### config.mk
export PLATFORM = sky130hd
export DESIGN_NAME = wdog_pretimer
export DESIGN_NICKNAME = d
export VERILOG_FILES = /design/src/rtl/wdp_pkg.sv /design/src/rtl/wdp_tick_gen.sv /design/src/rtl/wdp_down_counter.sv /design/src/rtl/wdog_pretimer.sv
export SDC_FILE = /design/constraint.sdc
export NUM_CORES = 1
export LEC_CHECK = 0
export CAP_MARGIN = 15
export CORE_ASPECT_RATIO = 2
export CORE_MARGIN = 5
export CORE_UTILIZATION = 31
export CTS_BUF_LIST = sky130_fd_sc_hd__clkbuf_8 sky130_fd_sc_hd__clkbuf_16
export DETAILED_ROUTE_END_ITERATION = 8
export MAX_ROUTING_LAYER = met4
export PLACE_DENSITY = 0.58
export SLEW_MARGIN = 5
export SYNTH_ARGS = -nofsm -noshare
export SYNTH_HDL_FRONTEND = slang
export SYNTH_SLANG_ARGS = --single-unit
### constraint.sdc
create_clock -name clk -period 5.5 [get_ports clk]
set_clock_uncertainty 0.2 [all_clocks]
set_input_delay 1.1 -clock clk [delete_from_list [all_inputs] [get_ports clk]]
set_output_delay 1.1 -clock clk [all_outputs]
set_load 0.05 [all_outputs]
### src/rtl/wdp_pkg.sv
package wdp_pkg;
  localparam logic [7:0] OFF_CTRL  = 8'h00;
  localparam logic [7:0] OFF_STAT  = 8'h04;
  localparam logic [7:0] OFF_PRE   = 8'h1c;
  localparam logic [7:0] OFF_WDOG  = 8'h34;
  localparam logic [7:0] OFF_RSTEN = 8'h40;
  localparam logic [7:0] OFF_RMASK = 8'h44;

  localparam int BIT_PRE_EN    = 2;
  localparam int BIT_WD_EN     = 8;
  localparam int BIT_REF_SEL   = 10;
  localparam int RATIO_LSB     = 16;
  localparam int BIT_STAT_PRE  = 8;
  localparam int BIT_STAT_EXP  = 31;
  localparam int BIT_RST_EN    = 8;
  localparam int BIT_RST_MASK  = 10;
endpackage

### src/rtl/wdp_tick_gen.sv
module wdp_tick_gen #(
  parameter int RATIO_W = 5
) (
  input  logic               clk,
  input  logic               rst,
  input  logic               restart,
  input  logic               ref_sel,
  input  logic [RATIO_W-1:0] ratio,
  input  logic               ref_tick,
  output logic               tick
);
  localparam int PS_W = (1 << RATIO_W) - 1;

  logic [PS_W-1:0] pcnt;
  logic [PS_W-1:0] mask;
  logic            div_tick;

  always_comb begin
    mask     = ~({PS_W{1'b1}} << ratio);
    div_tick = ((pcnt & mask) == mask);
    tick     = ref_sel ? ref_tick : div_tick;
  end

  always_ff @(posedge clk) begin
    if (rst || restart) pcnt <= '0;
    else                pcnt <= pcnt + 1'b1;
  end

  // the divider restarts from zero after a control write
  p_restart_r4: assert property (@(posedge clk) disable iff (rst)
    restart |=> (pcnt == '0));
endmodule

### src/rtl/wdp_down_counter.sv
module wdp_down_counter #(
  parameter int CNT_W = 32
) (
  input  logic             clk,
  input  logic             rst,
  input  logic             load,
  input  logic [CNT_W-1:0] load_val,
  input  logic             run,
  input  logic             tick,
  output logic [CNT_W-1:0] count,
  output logic             hit
);
  always_ff @(posedge clk) begin
    if (rst) begin
      count <= '0;
      hit   <= 1'b0;
    end else begin
      hit <= 1'b0;
      if (load) begin
        count <= load_val;
      end else if (run && tick && (count != '0)) begin
        count <= count - 1'b1;
        if (count == CNT_W'(1)) hit <= 1'b1;
      end
    end
  end

  p_frozen_r3: assert property (@(posedge clk) disable iff (rst)
    (!run && !load) |=> $stable(count));

  p_single_step_r3: assert property (@(posedge clk) disable iff (rst)
    (!load && count != '0) |=> (count == $past(count) || count == $past(count) - 1'b1));

  p_stay_zero_r9: assert property (@(posedge clk) disable iff (rst)
    (!load && count == '0) |=> (count == '0 && !hit));
endmodule

### src/rtl/wdog_pretimer.sv
module wdog_pretimer #(
  parameter int DATA_W  = 32,
  parameter int ADDR_W  = 8,
  parameter int RATIO_W = 5
) (
  input  logic              clk,
  input  logic              rst,
  input  logic              bus_sel,
  input  logic              bus_wr,
  input  logic [ADDR_W-1:0] bus_addr,
  input  logic [DATA_W-1:0] bus_wdata,
  output logic [DATA_W-1:0] bus_rdata,
  input  logic              ref_tick,
  output logic              pre_irq,
  output logic              exp_irq,
  output logic              rst_req
);
  import wdp_pkg::*;

  logic [DATA_W-1:0] ctrl_q;
  logic              rst_en_q;
  logic              rst_mask_q;
  logic              stat_exp;
  logic              stat_pre;
  logic [DATA_W-1:0] wd_count;
  logic [DATA_W-1:0] pre_count;
  logic              wd_hit;
  logic              pre_hit;
  logic              tick;
  logic [DATA_W-1:0] rd_mux;

  logic wr_ctrl, wr_stat, wr_pre, wr_wdog, wr_rsten, wr_rmask, rd_en;

  always_comb begin
    wr_ctrl  = bus_sel && bus_wr && (bus_addr == ADDR_W'(OFF_CTRL));
    wr_stat  = bus_sel && bus_wr && (bus_addr == ADDR_W'(OFF_STAT));
    wr_pre   = bus_sel && bus_wr && (bus_addr == ADDR_W'(OFF_PRE));
    wr_wdog  = bus_sel && bus_wr && (bus_addr == ADDR_W'(OFF_WDOG));
    wr_rsten = bus_sel && bus_wr && (bus_addr == ADDR_W'(OFF_RSTEN));
    wr_rmask = bus_sel && bus_wr && (bus_addr == ADDR_W'(OFF_RMASK));
    rd_en    = bus_sel && !bus_wr;
  end

  wdp_tick_gen #(.RATIO_W(RATIO_W)) u_tick (
    .clk      (clk),
    .rst      (rst),
    .restart  (wr_ctrl),
    .ref_sel  (ctrl_q[BIT_REF_SEL]),
    .ratio    (ctrl_q[RATIO_LSB +: RATIO_W]),
    .ref_tick (ref_tick),
    .tick     (tick)
  );

  wdp_down_counter #(.CNT_W(DATA_W)) u_wd (
    .clk      (clk),
    .rst      (rst),
    .load     (wr_wdog),
    .load_val (bus_wdata),
    .run      (ctrl_q[BIT_WD_EN]),
    .tick     (tick),
    .count    (wd_count),
    .hit      (wd_hit)
  );

  wdp_down_counter #(.CNT_W(DATA_W)) u_pre (
    .clk      (clk),
    .rst      (rst),
    .load     (wr_pre),
    .load_val (bus_wdata),
    .run      (ctrl_q[BIT_PRE_EN]),
    .tick     (tick),
    .count    (pre_count),
    .hit      (pre_hit)
  );

  always_ff @(posedge clk) begin
    if (rst) begin
      ctrl_q     <= '0;
      rst_en_q   <= 1'b0;
      rst_mask_q <= 1'b0;
      stat_exp   <= 1'b0;
      stat_pre   <= 1'b0;
      rst_req    <= 1'b0;
    end else begin
      if (wr_ctrl)  ctrl_q     <= bus_wdata;
      if (wr_rsten) rst_en_q   <= bus_wdata[BIT_RST_EN];
      if (wr_rmask) rst_mask_q <= bus_wdata[BIT_RST_MASK];
      if (wd_hit)       stat_exp <= 1'b1;
      else if (wr_stat) stat_exp <= stat_exp & bus_wdata[BIT_STAT_EXP];
      if (pre_hit)      stat_pre <= 1'b1;
      else if (wr_stat) stat_pre <= stat_pre & bus_wdata[BIT_STAT_PRE];
      rst_req <= stat_exp && ctrl_q[BIT_WD_EN] && rst_en_q && !rst_mask_q;
    end
  end

  always_comb begin
    rd_mux = '0;
    case (bus_addr)
      ADDR_W'(OFF_CTRL):  rd_mux = ctrl_q;
      ADDR_W'(OFF_STAT): begin
        rd_mux[BIT_STAT_EXP] = stat_exp;
        rd_mux[BIT_STAT_PRE] = stat_pre;
      end
      ADDR_W'(OFF_PRE):   rd_mux = pre_count;
      ADDR_W'(OFF_WDOG):  rd_mux = wd_count;
      ADDR_W'(OFF_RSTEN): rd_mux[BIT_RST_EN] = rst_en_q;
      ADDR_W'(OFF_RMASK): rd_mux[BIT_RST_MASK] = rst_mask_q;
      default:            rd_mux = '0;
    endcase
  end

  always_ff @(posedge clk) begin
    if (rst)        bus_rdata <= '0;
    else if (rd_en) bus_rdata <= rd_mux;
  end

  assign exp_irq = wd_hit;
  assign pre_irq = pre_hit;

  p_exp_flag_r6: assert property (@(posedge clk) disable iff (rst)
    exp_irq |=> stat_exp);

  p_pre_flag_r5: assert property (@(posedge clk) disable iff (rst)
    pre_irq |=> stat_pre);

  p_exp_sticky_r7: assert property (@(posedge clk) disable iff (rst)
    (stat_exp && !(wr_stat && !bus_wdata[BIT_STAT_EXP])) |=> stat_exp);

  p_mask_blocks_r8: assert property (@(posedge clk) disable iff (rst)
    rst_mask_q |=> !rst_req);

  p_needs_flag_r8: assert property (@(posedge clk) disable iff (rst)
    !stat_exp |=> !rst_req);
endmodule

==> After elaboration in Yosys (flattened, before gate mapping) <==
Index checks and enable logic that the tools add are counted.
{ "word_totals": {"word_cells": 74, "regBits": 166, "in_bits": 45, "out_inout_bits": 35} }
{ "op_classes": {"eq_ne": 8, "bitwise_logic": 6, "mux": 17, "shifts": 1, "reduce_logical": 27, "n_addsub": 3} }
{ "ops": {"columns": ["cell", "n"], "rows": [
  ["32-bit two-way mux", 4],
  ["32-bit by 1-bit == test with 1-bit output (second input constant)", 2],
  ["32-bit nonzero test", 2],
  ["32-bit by 1-bit subtractor with 32-bit output (second input constant)", 2],
  ["20-bit one-hot mux with 3 select lines", 1],
  ["31-bit by 1-bit adder with 31-bit output (second input constant)", 1],
  ["31-bit bitwise AND", 1],
  ["31-bit == test", 1],
  ["31-bit NOT", 1],
  ["31-bit by 5-bit << shifter with 31-bit output (first input constant)", 1],
  ["8-bit one-hot mux with 3 select lines", 1],
  ["8-bit by 7-bit == test with 1-bit output (second input constant)", 2],
  ["1-bit logical AND", 15],
  ["8-bit by 3-bit == test with 1-bit output (second input constant)", 1],
  ["8-bit by 5-bit == test with 1-bit output (second input constant)", 1],
  ["8-bit by 6-bit == test with 1-bit output (second input constant)", 1],
  ["8-bit zero test", 1],
  ["1-bit one-hot mux with 4 select lines", 2],
  ["2-bit nonzero test", 4],
  ["1-bit two-way mux", 7],
  ["3-bit OR reduction", 2],
  ["1-bit one-hot mux with 5 select lines", 1],
  ["1-bit one-hot mux with 3 select lines", 1],
  ["1-bit bitwise AND", 2],
  ["3 further kinds", 5]
]} }

==> Logic depth before layout (Yosys ltp) <==
{ "depth": {"ltp_word": 9, "mapped_depth": 12, "depth_no_buf": 10} }

==> Hierarchy <==
A second synthesis with hierarchy kept.
{ "unflattened": {"hier_cells": 1085, "hier_area_um2": 9312.7} }
{ "by_module_without_submodules": {"columns": ["module", "cells_each", "seq_area_each_um2", "area_each_um2", "n_inst"], "rows": [
  ["wdp_down_counter", 266, 660.6, 2230.9, 2],
  ["wdog_pretimer", 327, 1381.3, 3064.2, 1],
  ["wdp_tick_gen", 226, 620.6, 1786.7, 1]
]} }

==> Least setup slack after synthesis <==
No wires, ideal clock.
{ "synth_timing": {"path_type": "input-to-reg", "from": "in bus_addr[1]", "to": "reg bus_rdata[12]", "setup_ps": 65, "arrival_time_ps": 3048, "path_slack_ps": 2187, "path_stages": 9, "t_required_ps": 5235, "path_buffers": 2, "path_cell_list": "nor3_1 > nand2_1 > nor4b_1 > o31ai_1 > clkbuf_1 > clkbuf_1 > a21oi_1 > a21oi_1 > nor2_1"} }
{ "synth_via": {"elab_chain_len": 2, "elab_cells_between_ends": 4, "cone_classes": "eq/ne (2); mux (1); reduce/logical (1)"} }
{ "synth_lines": {"columns": ["element", "line_no", "source"], "rows": [
  ["start, declared", "wdog_pretimer.sv:10", "input logic [ADDR_W-1:0] bus_addr,"],
  ["8-bit by 6-bit == test with 1-bit output, or another cell as far along", "wdog_pretimer.sv:98", "case (bus_addr)"],
  ["20-bit one-hot mux with 3 select lines (*)", "wdog_pretimer.sv:98", null],
  ["end signal, assigned", "wdog_pretimer.sv:114", "else if (rd_en) bus_rdata <= rd_mux;"],
  ["end, declared", "wdog_pretimer.sv:12", "output logic [DATA_W-1:0] bus_rdata,"]
]} }
Every way passes the cells marked *; elsewhere a longest branch is shown, timed or not.
A chain may end at the register's enable or synchronous reset.

==> Final worst setup path <==
{ "layout_timing": {"from": "reg u_tick.pcnt[22]", "to": "reg u_wd.count[9]"} }
{ "layout_via": {"elab_chain_len": 6} }
{ "layout_lines": {"columns": ["element", "line_no", "source"], "rows": [
  ["start, declared", "wdp_tick_gen.sv:14", "logic [PS_W-1:0] pcnt;"],
  ["start signal, assigned", "wdp_tick_gen.sv:26", "else pcnt <= pcnt + 1'b1;"],
  ["31-bit bitwise AND", "wdp_tick_gen.sv:20", "div_tick = ((pcnt & mask) == mask);"],
  ["31-bit == test", "wdp_tick_gen.sv:20", null],
  ["1-bit two-way mux", "wdp_tick_gen.sv:21", "tick = ref_sel ? ref_tick : div_tick;"],
  ["1-bit logical AND (2 in a row)", "wdp_down_counter.sv:21", "end else if (run && tick && (count != '0)) begin"],
  ["2-bit nonzero test (no source line)", null, null],
  ["end signal, assigned", "wdp_down_counter.sv:20", "count <= load_val;"],
  ["end signal, assigned", "wdp_down_counter.sv:22", "count <= count - 1'b1;"],
  ["end, declared", "wdp_down_counter.sv:10", "output logic [CNT_W-1:0] count,"]
]} }
No other way between the ends.

==> results.sh <==
export IMPL_viasPerCell=5.34
export IMPL_ios=80
export IMPL_post_route_min_period_ps=3780
export IMPL_place_gp_congestion=0.873
export IMPL_cts_clk_slew_worst_paths_ps=70
export IMPL_ys_seq_area_share_pct=40.1
export IMPL_placementRows=84
export IMPL_first_pass_iters=6
export IMPL_grt_max_degree=79
export IMPL_cts_sinks=166
export IMPL_grt_pass1_wl_um=43600
export IMPL_seqCellArea_sq_mm=0.00332
export IMPL_hold_viol=0
export IMPL_hold_end="ctrl_q[3]$_SDFFE_PP0P_"
export IMPL_syn_avg_cell_area_sq_um=7.86
export IMPL_worstRegToRegCells=9
export IMPL_grt_busiest_layer="met2"
export IMPL_insertion_delay_ps=440
export IMPL_status="complete, no violations"
export IMPL_grt_overflow=0
export IMPL_remaining_drc_errors=0
export IMPL_fin_ws_ps=1720
export IMPL_cap_violations=0
export IMPL_synthFlopType="dfxtp_1"
export IMPL_final_cell_mix="dfxtp_1 (166), nor2_1 (160), nand2_1 (135)"
export IMPL_die_area_sq_mm=0.0303
export IMPL_hold_buffers=0
export IMPL_finalSetupViolCount=0
export IMPL_rsz0062_at_grt="no"
export IMPL_final_common_cell="dfxtp_1"
export IMPL_cts_repair_resized=0
export IMPL_totalWireLength_um=27700
export IMPL_die_h_um=241
export IMPL_ys_ff_latch=166
export IMPL_max_freq_ghz=0.264
export IMPL_hp_class="reg2reg"
export IMPL_intPower_uw=2020
export IMPL_synthesis_area_sq_mm=0.00828
export IMPL_synth_cells=1053
export IMPL_p_sw_share_pct=22.4
export IMPL_timing_rr_start="u_tick.pcnt[22]$_SDFF_PP0_"
export IMPL_finalSetupTns_ps=0
export IMPL_initial_core_util_pct=31.4
export IMPL_relSlewSlack_pct=25.2
export IMPL_clkPwrFrac_pct=49.3
export IMPL_core_sq_mm=0.0264
export IMPL_synth_edff_count=0
export IMPL_multi_input_area_sq_mm=0.00464
export IMPL_hold_path_depth=2
export IMPL_globalRouteTotalUtil_pct=18.9
export IMPL_nets=1149
export IMPL_critPathMaxFanout=10
export IMPL_antenna_left=0
export IMPL_hold_start="ctrl_q[3]$_SDFFE_PP0P_"
export IMPL_use_met2_pct=35.9
export IMPL_dp_hpwl_um=19800
export IMPL_vdd_drop_max_uv=207
export IMPL_diodes=0
export IMPL_layout_drive_gt1_share_pct=6.56
export IMPL_final_cells=1456
export IMPL_synth_distinct_cells=67
export IMPL_critPathKind="reg2reg"
export IMPL_worstReg2RegEnd="u_wd.count[9]$_SDFFE_PP0P_"
export IMPL_avgRoutedWirePerCell_um=19.0
export IMPL_r2r_slack_ps=1720
export IMPL_post_cts_setup_buffers=0
export IMPL_hold_slack_ps=256
export IMPL_p_comb_share_pct=4.1
export IMPL_p_leak_uw=0.00330
export IMPL_cts_tree="built"
export IMPL_cts_root_buffer="clkbuf_16"
export IMPL_nFillCells=2733
export IMPL_power_density_mw_per_mm2=259
export IMPL_port_buffers=79
export IMPL_synth_async_sr_flop_share_pct=0
export IMPL_cts_htree_levels=4
export IMPL_cp_arrival_ps=3860
export IMPL_clock_path_buffers=2
export IMPL_tightest_slew_ps=1120
export IMPL_start_kind="flip-flop"
export IMPL_ys_warn_count=0
export IMPL_die_x_um=126
export IMPL_syn_num_nets=1103
export IMPL_pwr_share_seq_pct=46.6
export IMPL_finalCritPeriodShare_pct=68.8
export IMPL_slew_violations=0
export IMPL_grt_pass1_vias=7936
export IMPL_area_delta_synth_final_pct=20.9
export IMPL_cts_made_buffers=17
export IMPL_dp_worst_setup_slack_ps=1410
export IMPL_p_switching_uw=581
export IMPL_antenna_found_initial=0
export IMPL_place_inst=1424
export IMPL_drt_iter0_drc=528
export IMPL_gr_usage_met3_pct=3.41
export IMPL_vias=7772
export IMPL_crit_required_ps=5580
export IMPL_grtUsageMet1_pct=18.3
export IMPL_end_kind="flip-flop"
==> cell usage after synthesis (17+ instances only) <==
cell / n / area (sq um)
dfxtp_1: 166 / 3320
nor2_1: 160 / 601
nand2_1: 137 / 514
a21oi_1: 110 / 551
clkbuf_1: 61 / 229
a211oi_1: 54 / 405
xor2_1: 44 / 385
nor3_1: 38 / 190
xnor2_1: 37 / 324
nand3_1: 26 / 130
a22oi_1: 25 / 188
inv_1: 23 / 86.3
o21ai_0: 17 / 85.1
==> kinds of logic (layout without fill, tap and decap cells) <==
group | Yosys count | in the layout | synth area share [%]
buf+inv | 91 | 150 | 4.28
simple gates | 457 | 457 | 26.0
fa+ha+maj | 5 | 5 | 0.756
xor+xnor | 81 | 81 | 8.57
mux | 4 | 4 | 0.484
flops | 166 | 166 | 40.1
compound gates | 249 | 249 | 19.8
==> how the worst max path moves through the flow <==
stage / slack (ps) / from / endpoint
after floorplan: 2190 / bus_addr[1] / bus_rdata[12]$_SDFFE_PP0P_
after global placement: 1450 / bus_addr[6] / bus_rdata[6]$_SDFFE_PP0P_
after detailed placement: 1410 / bus_addr[6] / bus_rdata[3]$_SDFFE_PP0P_
after CTS: 1750 / u_tick.pcnt[21]$_SDFF_PP0_ / u_wd.count[9]$_SDFFE_PP0P_
after global routing: 1520 / ctrl_q[18]$_SDFFE_PP0P_ / u_wd.count[19]$_SDFFE_PP0P_
final: 1720 / u_tick.pcnt[22]$_SDFF_PP0_ / u_wd.count[9]$_SDFFE_PP0P_
==> state kept, by name (all words and copies together), names as in the netlist <==
signal,cells
u_tick.pcnt,31
stat_exp,1
u_wd.hit,1
u_wd.count,32
rst_mask_q,1
stat_pre,1
ctrl_q,32
u_pre.hit,1
bus_rdata,32
rst_req,1
rst_en_q,1
u_pre.count,32
==> through the flow <==
step / utilization, % / power [uW] / area (sq um)
4_1_cts: 37.9 / 2620 / 10000
6_report: 37.9 / 2600 / 10000
2_1_floorplan: - / 1280 / 8280
5_1_grt: 37.9 / 2680 / 10000
3_5_place_dp: 35.6 / 1340 / 9380
3_3_place_gp: 35.6 / 1340 / 9380
==> routing by layer <==
| layer | vias up | routed length, um |
|---|---|---|
| li1 | 3783 | - |
| met1 | 3715 | 9980 |
| met2 | 208 | 15400 |
| met3 | 66 | 1030 |
| met4 | 0 | 1300 |
| met5 | - | 0 |
==> power groups by stage <==
stage	clock network [uW]	registers [uW]	logic [uW]
final	1280	1210	106
after global routing	1350	1210	114
after CTS	1310	1210	107
after detailed placement	0	1240	107
after global placement	0	1240	107
after floorplan	0	1240	39.7
==> worst max-delay path, cell delays in order (launching register included) <==
cell	delay, ps
dfxtp_1	450
nand4_4	170
a2111oi_4	330
o22ai_1	160
o41ai_4	580
and4_1	280
nor2b_1	880
nand2b_1	140
xor2_1	290
a211oi_1	120
==> cell type report <==
cell class                 count  area share [%]
multi-input combinational    796            46.3
sequential                   166            33.2
timing repair buffer          94            9.00
clock buffer                  18            4.39
tap                          344            4.30
clock inverter                14            1.85
inverter                      24           0.900
(Power assumes the default switching activity.)
